$ cat config.mk
export PLATFORM = sky130hd
export DESIGN_NAME = carrier_pwm
export DESIGN_NICKNAME = d
export VERILOG_FILES = /design/src/rtl/carrier_pwm_pkg.sv /design/src/rtl/pwm_tick_mux.sv /design/src/rtl/pwm_carrier.sv /design/src/rtl/pwm_duty_latch.sv /design/src/rtl/pwm_compare.sv /design/src/rtl/carrier_pwm.sv
export SDC_FILE = /design/constraint.sdc
export NUM_CORES = 1
export LEC_CHECK = 0
export ABC_AREA = 1
export BUFFER_PORTS_ARGS = -buffer_cell sky130_fd_sc_hd__buf_4
export CAP_MARGIN = 20
export CORE_MARGIN = 2
export CORE_UTILIZATION = 40
export DETAILED_ROUTE_END_ITERATION = 10
export SYNTH_ARGS = -nofsm -noshare
export SYNTH_HDL_FRONTEND = slang
export SYNTH_SLANG_ARGS = --single-unit
$ cat constraint.sdc
create_clock -name clk -period 6.4 [get_ports clk]
set_clock_uncertainty 0.05 [all_clocks]
set_input_delay 0.32 -clock clk [delete_from_list [all_inputs] [get_ports clk]]
set_output_delay 0.32 -clock clk [all_outputs]
set_load 0.01 [all_outputs]
$ cat src/rtl/carrier_pwm_pkg.sv
package carrier_pwm_pkg;

   typedef enum logic {
      CAR_SAW = 1'b0,
      CAR_TRI = 1'b1
   } carrier_e;

   typedef struct packed {
      logic restart;
      logic peak;
   } upd_evt_t;

endpackage

$ cat src/rtl/pwm_tick_mux.sv
module pwm_tick_mux #(
   parameter int NUM_SRC = 4,
   parameter int SEL_W   = (NUM_SRC > 1) ? $clog2(NUM_SRC) : 1
) (
   input  logic [NUM_SRC-1:0] src_tick,
   input  logic [SEL_W-1:0]   sel,
   output logic               tick
);

   logic [NUM_SRC-1:0] hit;

   for (genvar i = 0; i < NUM_SRC; i++) begin : g_src
      assign hit[i] = src_tick[i] & (sel == SEL_W'(i));
   end

   assign tick = |hit;

endmodule

$ cat src/rtl/pwm_carrier.sv
module pwm_carrier
   import carrier_pwm_pkg::*;
#(
   parameter int CNT_W   = 16,
   parameter int MIN_PER = 2
) (
   input  logic             clk,
   input  logic             rst_n,
   input  logic             tick,
   input  logic             tri_req,
   input  logic [CNT_W-1:0] period_req,
   output logic [CNT_W-1:0] cnt,
   output logic [CNT_W-1:0] per_act,
   output upd_evt_t         xfer,
   output logic             upd_valley,
   output logic             upd_peak
);

   localparam logic [CNT_W-1:0] MIN_P = CNT_W'(MIN_PER);

   carrier_e         mode_q;
   logic             dir_up;
   logic [CNT_W-1:0] per_clamp;
   logic             at_top;
   logic             at_floor;

   assign per_clamp = (period_req < MIN_P) ? MIN_P : period_req;
   assign at_top    = (cnt >= per_act - CNT_W'(1));
   assign at_floor  = (cnt <= CNT_W'(1));

   always_comb begin
      xfer.restart = 1'b0;
      xfer.peak    = 1'b0;
      if (tick) begin
         if (mode_q == CAR_SAW) begin
            xfer.restart = at_top;
         end else if (dir_up) begin
            xfer.peak = at_top;
         end else begin
            xfer.restart = at_floor;
         end
      end
   end

   always_ff @(posedge clk) begin
      if (!rst_n) begin
         cnt        <= '0;
         per_act    <= MIN_P;
         mode_q     <= CAR_SAW;
         dir_up     <= 1'b1;
         upd_valley <= 1'b0;
         upd_peak   <= 1'b0;
      end else begin
         upd_valley <= xfer.restart;
         upd_peak   <= xfer.peak;
         if (xfer.restart) begin
            cnt     <= '0;
            dir_up  <= 1'b1;
            per_act <= per_clamp;
            mode_q  <= carrier_e'(tri_req);
         end else if (xfer.peak) begin
            cnt    <= per_act;
            dir_up <= 1'b0;
         end else if (tick) begin
            cnt <= dir_up ? cnt + CNT_W'(1) : cnt - CNT_W'(1);
         end
      end
   end

   // carrier never leaves 0..P (and 0..P-1 for a sawtooth, R3)
   assert_cnt_in_range_R4: assert property (@(posedge clk) disable iff (!rst_n)
      cnt <= per_act);
   assert_saw_below_top_R3: assert property (@(posedge clk) disable iff (!rst_n)
      (mode_q == CAR_SAW) |-> (cnt < per_act));
   // a sawtooth never reports a peak
   assert_no_peak_saw_R3: assert property (@(posedge clk) disable iff (!rst_n)
      upd_peak |-> (mode_q == CAR_TRI));
   // period and shape move only on a restart
   assert_period_hold_R9: assert property (@(posedge clk) disable iff (!rst_n)
      !xfer.restart |=> ($stable(per_act) && $stable(mode_q)));
   // event pulses are single-cycle and exclusive
   assert_evt_exclusive_R10: assert property (@(posedge clk) disable iff (!rst_n)
      !(upd_valley && upd_peak));
   assert_evt_width_R10: assert property (@(posedge clk) disable iff (!rst_n)
      (upd_valley || upd_peak) |=> !(upd_valley || upd_peak));
   // without a selected tick the carrier holds
   assert_hold_no_tick_R2: assert property (@(posedge clk) disable iff (!rst_n)
      !tick |=> $stable(cnt));

endmodule

$ cat src/rtl/pwm_duty_latch.sv
module pwm_duty_latch #(
   parameter int CNT_W = 16
) (
   input  logic             clk,
   input  logic             rst_n,
   input  logic             wr,
   input  logic [CNT_W-1:0] wdata,
   input  logic             xfer,
   output logic [CNT_W-1:0] active
);

   logic [CNT_W-1:0] shadow;

   always_ff @(posedge clk) begin
      if (!rst_n) begin
         shadow <= '0;
         active <= '0;
      end else begin
         if (wr) begin
            shadow <= wdata;
         end
         if (xfer) begin
            active <= shadow;
         end
      end
   end

   // active compare value moves only at an update instant
   assert_active_stable_R5: assert property (@(posedge clk) disable iff (!rst_n)
      !xfer |=> $stable(active));
   // a write never lands in the active register on its own edge
   assert_write_via_shadow_R6: assert property (@(posedge clk) disable iff (!rst_n)
      (wr && !xfer) |=> $stable(active));

endmodule

$ cat src/rtl/pwm_compare.sv
module pwm_compare #(
   parameter int CNT_W = 16
) (
   input  logic [CNT_W-1:0] cnt,
   input  logic [CNT_W-1:0] active,
   input  logic [CNT_W-1:0] per_act,
   output logic             pwm
);

   logic below;
   logic full_on;

   assign below   = (cnt < active);
   assign full_on = (active >= per_act);
   assign pwm     = below | full_on;

   // a zero duty keeps the switch off
   always_comb begin
      assert_zero_duty_low_R8: assert (!(active == '0 && per_act != '0 && pwm));
   end

endmodule

$ cat src/rtl/carrier_pwm.sv
module carrier_pwm
   import carrier_pwm_pkg::*;
#(
   parameter int NUM_SRC = 4,
   parameter int CNT_W   = 16,
   parameter int MIN_PER = 2,
   parameter int SEL_W   = (NUM_SRC > 1) ? $clog2(NUM_SRC) : 1
) (
   input  logic               clk,
   input  logic               rst_n,
   input  logic [NUM_SRC-1:0] src_tick,
   input  logic [SEL_W-1:0]   src_sel,
   input  logic               carrier_tri,
   input  logic [CNT_W-1:0]   period,
   input  logic [CNT_W-1:0]   duty,
   input  logic               duty_wr,
   output logic               pwm_out,
   output logic               upd_valley,
   output logic               upd_peak
);

   if (NUM_SRC < 1) begin : g_bad_src
      $error("carrier_pwm: NUM_SRC must be at least 1");
   end
   if (CNT_W < 4 || CNT_W > 31) begin : g_bad_width
      $error("carrier_pwm: CNT_W must lie in 4..31");
   end
   if (MIN_PER < 2) begin : g_bad_min
      $error("carrier_pwm: MIN_PER must be at least 2");
   end
   if (SEL_W < $clog2(NUM_SRC)) begin : g_bad_sel
      $error("carrier_pwm: SEL_W too narrow for NUM_SRC");
   end

   logic             tick;
   logic [CNT_W-1:0] cnt;
   logic [CNT_W-1:0] per_act;
   logic [CNT_W-1:0] active;
   upd_evt_t         xfer;

   pwm_tick_mux #(
      .NUM_SRC (NUM_SRC),
      .SEL_W   (SEL_W)
   ) i_tick_mux (
      .src_tick (src_tick),
      .sel      (src_sel),
      .tick     (tick)
   );

   pwm_carrier #(
      .CNT_W   (CNT_W),
      .MIN_PER (MIN_PER)
   ) i_carrier (
      .clk        (clk),
      .rst_n      (rst_n),
      .tick       (tick),
      .tri_req    (carrier_tri),
      .period_req (period),
      .cnt        (cnt),
      .per_act    (per_act),
      .xfer       (xfer),
      .upd_valley (upd_valley),
      .upd_peak   (upd_peak)
   );

   pwm_duty_latch #(
      .CNT_W (CNT_W)
   ) i_duty_latch (
      .clk    (clk),
      .rst_n  (rst_n),
      .wr     (duty_wr),
      .wdata  (duty),
      .xfer   (xfer.restart | xfer.peak),
      .active (active)
   );

   pwm_compare #(
      .CNT_W (CNT_W)
   ) i_compare (
      .cnt     (cnt),
      .active  (active),
      .per_act (per_act),
      .pwm     (pwm_out)
   );

   // quiet outputs during reset release
   assert_reset_quiet_R1: assert property (@(posedge clk)
      !rst_n |=> (!upd_valley && !upd_peak && !pwm_out));
   // full-scale duty keeps the switch on across the whole period
   assert_full_duty_high_R8: assert property (@(posedge clk) disable iff (!rst_n)
      (active >= per_act) |-> pwm_out);

endmodule

==> impl_metrics.json, run 1 <==
{
  "drt_wl_total_mm": 12.98,
  "vdd_drop_max_mv": 0.2584,
  "ys.flop_type": "dfxtp_1",
  "cp-startpoint": "i_carrier.per_act[0]",
  "crit_chain": "inv_1 > nand3_1 > nor3_2 > nand2_1 > nor2_1 > nand2_1 > nor2_1 > nand3_1 > xor2_1 > inv_1 > ha_1 > nand4_1 > nor3_1 > nand2_1 > nand3_1 > nand2_1 > nand2_1 > buf_4 > inv_1 > nand3_1 > nand2_1",
  "endpoint": "i_carrier.cnt[4]",
  "hold_buffers": 0,
  "slowest_delay_ns": 0.53,
  "via_count": 4798,
  "path_common_cell": "nand2_1",
  "synth_compound_area_share_pct": 10.87,
  "dr.pass1.iters": 4,
  "synth-xor-area-share_pct": 4.003,
  "path_buf_inv": 4,
  "worst_setup_path_end_kind": "flip-flop",
  "final_util_pct": 46.77,
  "gr-total-overflow": 0,
  "antenna_found_initial": 0,
  "grt_max_degree": 36,
  "cp.arrival_ns": 4.39,
  "netlist_area_sq_um": 5032,
  "synthAdderAreaFrac_pct": 12.68,
  "numCtsBuffers": 9,
  "yosys_register_bits": 68,
  "root_buffer": "clkbuf_16",
  "grtUsageTotal_pct": 20.46,
  "tightest_slew_ns": 0.9140,
  "ios": 45,
  "io_buffers": 44,
  "start_util_pct": 41.38,
  "drt-wirelength-per-cell_um": 13.34,
  "r2r_cells": 21,
  "synth_edf_count": 0,
  "postCtsSetupBuffers": 0,
  "fin_crit_ns": 4.212,
  "relSlewSlack_pct": 38.92,
  "synthCells": 775,
  "first_global_vias": 4600,
  "slew_viol_final": 0,
  "async_flop_share_pct": 0,
  "p_leak_nw": 2.768,
  "status": "finished, final reports clean",
  "clk_pin_slew_worst_paths_ns": 0.05,
  "drt_iter0_markers": 232,
  "antenna_left": 0,
  "fp-row-count": 40,
  "hold_depth": 3,
  "synth_top_family_by_area": "simple AND/OR/NAND/NOR gates",
  "yosys.cell_types.count": 39,
  "slowest_stage": "nand2_1",
  "drive_above_1_share_pct": 10.31,
  "dpl.hpwl_mm": 10.15,
  "max_clock_freq_mhz": 237.4,
  "synthSimpleGateAreaFrac_pct": 34.73,
  "synth_area_leader_cell": "dfxtp_1",
  "grt_first_pass_wirelength_mm": 21.67,
  "synth_area_leaders": "dfxtp_1, nand2_1, ha_1",
  "yosys_warnings": 0,
  "cts_sinks": 68,
  "setup_viol": 0,
  "clkLatencyLatePin_ns": 0.33,
  "synthToLayoutAreaGrowth_pct": 13.03,
  "cts_resized": 0,
  "die_w_um": 116.2,
  "hold_class": "in2reg",
  "worst-endpoint-required_ns": 6.57,
  "rsz0062_at_grt": "no",
  "rr_startpoint": "i_carrier.per_act[0]",
  "muxShareOfSynthArea_pct": 0,
  "r2r_end": "i_carrier.cnt[4]",
  "crit_path_start_kind": "flip-flop",
  "syn_nets": 868,
  "fin_crit_sh_pct": 65.81,
  "place_congestion": 0.9621,
  "num_antenna_cells": 0,
  "via_per_inst": 4.931,
  "cp.depth": 21,
  "finalHoldViolations": 0,
  "coreArea_sq_um": 12160,
  "pwr_density_cell_nw_per_um2": 434.8,
  "fill_cells": 1277,
  "die_area_sq_um": 13490,
  "worstSetupPathType": "reg2reg",
  "cap_violations": 0,
  "synth_top_cell_area_share_pct": 27.05,
  "ys_seq_area_share_pct": 27.05,
  "layout.nets": 894,
  "htreeDepth": 3,
  "cts_tree": "built",
  "reg2reg_slack_ns": 2.19,
  "path_max_fanout": 29,
  "clockBufferDepth": 2,
  "drc": 0,
  "avgSynthCellArea_sq_um": 6.493,
  "path_delay_family": "simple AND/OR/NAND/NOR gates",
  "fin_setup_tns_ns": 0,
  "die_y_um": 116.2
}
-- worst min-delay path by stage --
stage | startpoint | end | slack, ns
detailed placement | i_duty_latch.shadow[1] | i_duty_latch.active[1] | 0.40
global route | period[9] | i_carrier.per_act[9] | 0.16
finish | period[10] | i_carrier.per_act[10] | 0.15
floorplan | carrier_tri | i_carrier.mode_q | 0.38
global placement | i_duty_latch.shadow[9] | i_duty_latch.active[9] | 0.40
CTS | period[10] | i_carrier.per_act[10] | 0.14
-- cells in the mapped netlist, types with 9 or more instances --
cell type / count
nand2_1: 183
nor2_1: 119
inv_1: 91
nand3_1: 75
dfxtp_1: 68
ha_1: 51
a21oi_1: 44
o21ai_0: 39
xor2_1: 21
buf_2: 11
nand4_1: 11
clkbuf_1: 9
-- worst register-to-register path: cells and delay by family, from the launching register on --
kind | cells | cell delay [ns]
fa+ha+maj | 1 | 0.32
xor+xnor | 1 | 0.16
flops | 1 | 0.33
simple gates | 15 | 2.53
buf+inv | 4 | 0.73
-- metrics by stage --
step                      power, mW  area, sq um  worst slack (ns)  instances  hold WS, ns
after floorplan               1.745         5032             3.507        775       0.3827
after global placement        1.958         5399             2.537        958       0.4013
after CTS                     2.490         5688             2.249        973       0.1389
after detailed placement      2.001         5399             2.285        958       0.4021
after global routing          2.731         5688             1.709        973       0.1585
final                         2.473         5688             2.188        973       0.1529
-- power by group --
| group | switching [mW] | internal (mW) | total, mW |
|---|---|---|---|
| Combinational | 0.921 | 0.492 | 1.41 |
| Clock | 0.174 | 0.302 | 0.476 |
| Sequential | 0.0728 | 0.511 | 0.584 |
-- area by class of cell --
cell class / count / area [sq um] / area share [%]
timing repair buffer: 45 / 337.8 / 5.939
inverter: 94 / 355.3 / 6.247
multi-input combinational: 583 / 3134 / 55.10
clock inverter: 1 / 5.005 / 0.08799
sequential: 68 / 1361 / 23.93
clock buffer: 14 / 284.0 / 4.993
tap: 168 / 210.2 / 3.696
-- cell families (layout without fill, tap and decap cells) --
| family | count (synthesis) | after routing |
|---|---|---|
| and+or+nand+nor | 410 | 410 |
| adders and majority gates | 51 | 51 |
| AOI/OAI and AO/OA | 99 | 99 |
| buffers and inverters | 124 | 154 |
| DFF | 68 | 68 |
| xor gates and xnor gates | 23 | 23 |
-- cells in the final DEF, fill, tap and decap left out, types with 2 or more instances in the layout --
cell	synthesis	routed
xnor2_1	2	2
nor2_1	119	119
nand2_2	2	2
nand2_1	183	183
o211ai_1	2	2
xor2_1	21	21
inv_1	91	91
nor3_1	6	6
clkbuf_8	0	4
dfxtp_1	68	68
clkbuf_16	0	9
inv_2	2	2
nor2_2	6	6
ha_1	51	51
o21ai_2	8	8
o21ai_0	39	39
nand3_1	75	75
a21oi_1	44	44
nand4_1	11	11
buf_4	1	45
-- routing by layer --
| layer | part of all wire, % | up-vias | track usage, % | routed length [um] |
|---|---|---|---|---|
| met5 | 0 | - | 0 | 0 |
| met3 | 3.8 | 22 | 3.477 | 492 |
| met4 | 2.7 | 0 | 8.968 | 346 |
| met1 | 46 | 2147 | 25.41 | 6014 |
| li1 | - | 2533 | - | - |
| met2 | 47 | 96 | 35.01 | 6123 |
-- flip-flops by register name, summed over array words and instances, names as in the netlist --
register and flops:
i_carrier.cnt 16, i_carrier.dir_up 1, i_carrier.mode_q 1, i_carrier.per_act 16, i_carrier.upd_peak 1, i_carrier.upd_valley 1
i_duty_latch.active 16, i_duty_latch.shadow 16
No activity file was read; power rests on OpenSTA's default activity.
==> inputs of run 2 (changes only) <==
==> constraint.sdc (replaced) <==
create_clock -name clk -period 4.38 [get_ports clk]
set_clock_uncertainty 0.05 [all_clocks]
set_input_delay 0.219 -clock clk [delete_from_list [all_inputs] [get_ports clk]]
set_output_delay 0.219 -clock clk [all_outputs]
set_load 0.01 [all_outputs]
==> impl_metrics.json, run 2 (synthesis gave the netlist of run 1 again) <==
{
  "status": "finished, final reports clean",
  "worst-endpoint-required_ns": 4.55,
  "coreArea_sq_um": 12160,
  "hold_class": "in2reg",
  "cp.arrival_ns": 3.78,
  "vdd_drop_max_mv": 0.3805,
  "fin_total_pwr_mw": 3.709,
  "pwr_density_cell_nw_per_um2": 647.8,
  "layout_common_cells": "nand2_1, nor2_1, inv_1",
  "path_max_fanout": 33,
  "drt_wl_total_mm": 13.08,
  "wl_met1_mm": 5.968,
  "die_y_um": 116.2,
  "cts_resized": 0,
  "ios": 45,
  "dr.pass1.iters": 4,
  "layout.nets": 897,
  "hold_buffers": 0,
  "reg2reg_slack_ns": 0.77,
  "rr_startpoint": "i_carrier.per_act[0]",
  "rsz0062_at_grt": "no",
  "fin_crit_sh_pct": 82.42,
  "dpl.hpwl_mm": 10.37,
  "place_congestion": 0.9468,
  "die_area_sq_um": 13490,
  "root_buffer": "clkbuf_16",
  "clkLatencyLatePin_ns": 0.33,
  "placed_area_sq_um": 5421,
  "route.met3.wl_um": 471,
  "grt_first_pass_wirelength_mm": 22.22,
  "worst_setup_path_end_kind": "flip-flop",
  "grtUsageTotal_pct": 21.12,
  "crit_path_start_kind": "flip-flop",
  "fin_setup_tns_ns": 0,
  "first_global_vias": 4802,
  "tightest_slew_ns": 0.7279,
  "antenna_found_initial": 0,
  "fin_area_sq_um": 5725,
  "max_clock_freq_mhz": 277.0,
  "cts_sinks": 68,
  "fin_crit_ns": 3.610,
  "wl_met2_mm": 6.292,
  "p_leak_nw": 2.786,
  "drt_iter0_markers": 211,
  "htreeDepth": 3,
  "io_buffers": 44,
  "layout_commonest_cell": "nand2_1",
  "synthToLayoutAreaGrowth_pct": 13.77,
  "r2r_end": "i_carrier.cnt[4]",
  "num_antenna_cells": 0,
  "worstSetupPathType": "reg2reg",
  "numCtsBuffers": 9,
  "postCtsSetupBuffers": 0,
  "cap_violations": 0,
  "via_per_inst": 4.932,
  "slew_viol_final": 0,
  "drt-wirelength-per-cell_um": 13.40,
  "setup_viol": 0,
  "hold_end": "i_carrier.per_act[14]",
  "hold_depth": 3,
  "fp-row-count": 40,
  "r2r_cells": 19,
  "finalHoldViolations": 0,
  "cts_tree": "built",
  "start_util_pct": 41.38,
  "die_w_um": 116.2,
  "gr-total-overflow": 0,
  "via_count": 4814,
  "drc": 0,
  "drive_above_1_share_pct": 10.52,
  "relSlewSlack_pct": 51.41,
  "highest_layer": "met4",
  "clockBufferDepth": 2,
  "clk_pin_slew_worst_paths_ns": 0.05,
  "grt_max_degree": 36,
  "hold_path.startpoint": "period[14]",
  "antenna_left": 0
}
## run 2: final cells by class
| type | instances | area, sq um |
|---|---|---|
| well taps | 168 | 210.2 |
| inverters | 94 | 355.3 |
| clock buffers | 14 | 274.0 |
| fillers | 1274 | 6436 |
| clock inverters | 1 | 30.03 |
| repair buffers | 48 | 360.3 |
| multi-input cells | 583 | 3134 |
| flip-flops and latches | 68 | 1361 |
## run 2: worst max-delay path by stage
stage | start | endpoint | slack (ns) | cells after the start
floorplan | i_carrier.per_act[0] | i_carrier.cnt[10] | 1.49 | 18
global placement | i_carrier.per_act[0] | i_carrier.cnt[4] | 1.0 | 19
detailed placement | i_carrier.per_act[0] | i_carrier.cnt[4] | 0.78 | 19
CTS | i_carrier.per_act[0] | i_carrier.cnt[4] | 0.76 | 19
global route | i_carrier.per_act[0] | i_carrier.cnt[0] | 0.32 | 18
finish | i_carrier.per_act[0] | i_carrier.cnt[4] | 0.77 | 19
## run 2: power breakdown
group	internal (mW)	leakage [nW]	switching [mW]
registers	0.747	0.555	0.110
clock network	0.484	0.149	0.249
logic	0.764	2.08	1.35
total	2.00	2.79	1.71
## run 2: worst max-delay path: stages (launching register included)
cell and delay (ns):
dfxtp_1 0.33, inv_1 0.12, ha_1 0.21, nand3_1 0.15, nor2_1 0.22, nand3_1 0.14
nor3_1 0.29, nand3_1 0.14, xor2_1 0.15, inv_1 0.06, ha_1 0.28, nand4_1 0.12
nor3_1 0.17, nand2_1 0.09, nand2_1 0.09, nand2_2 0.37, inv_1 0.32, nor2_1 0.08
nand2_1 0.06, nand2_1 0.05
## run 2: through the flow
step / hold WS, ns / setup WS [ns] / cells / utilization, %
2_1_floorplan: 0.2817 / 1.487 / 775 / -
3_3_place_gp: 0.3847 / 0.9968 / 961 / 44.58
3_5_place_dp: 0.3854 / 0.7838 / 961 / 44.58
4_1_cts: 0.03951 / 0.7619 / 976 / 47.08
5_1_grt: 0.05369 / 0.3247 / 976 / 47.08
6_report: 0.05159 / 0.7701 / 976 / 47.08
## run 2: routing by layer
layer	track usage, %	vias up
met5	0	-
met4	9.206	0
met3	3.269	21
met2	37.08	84
met1	25.65	2162
li1	-	2547
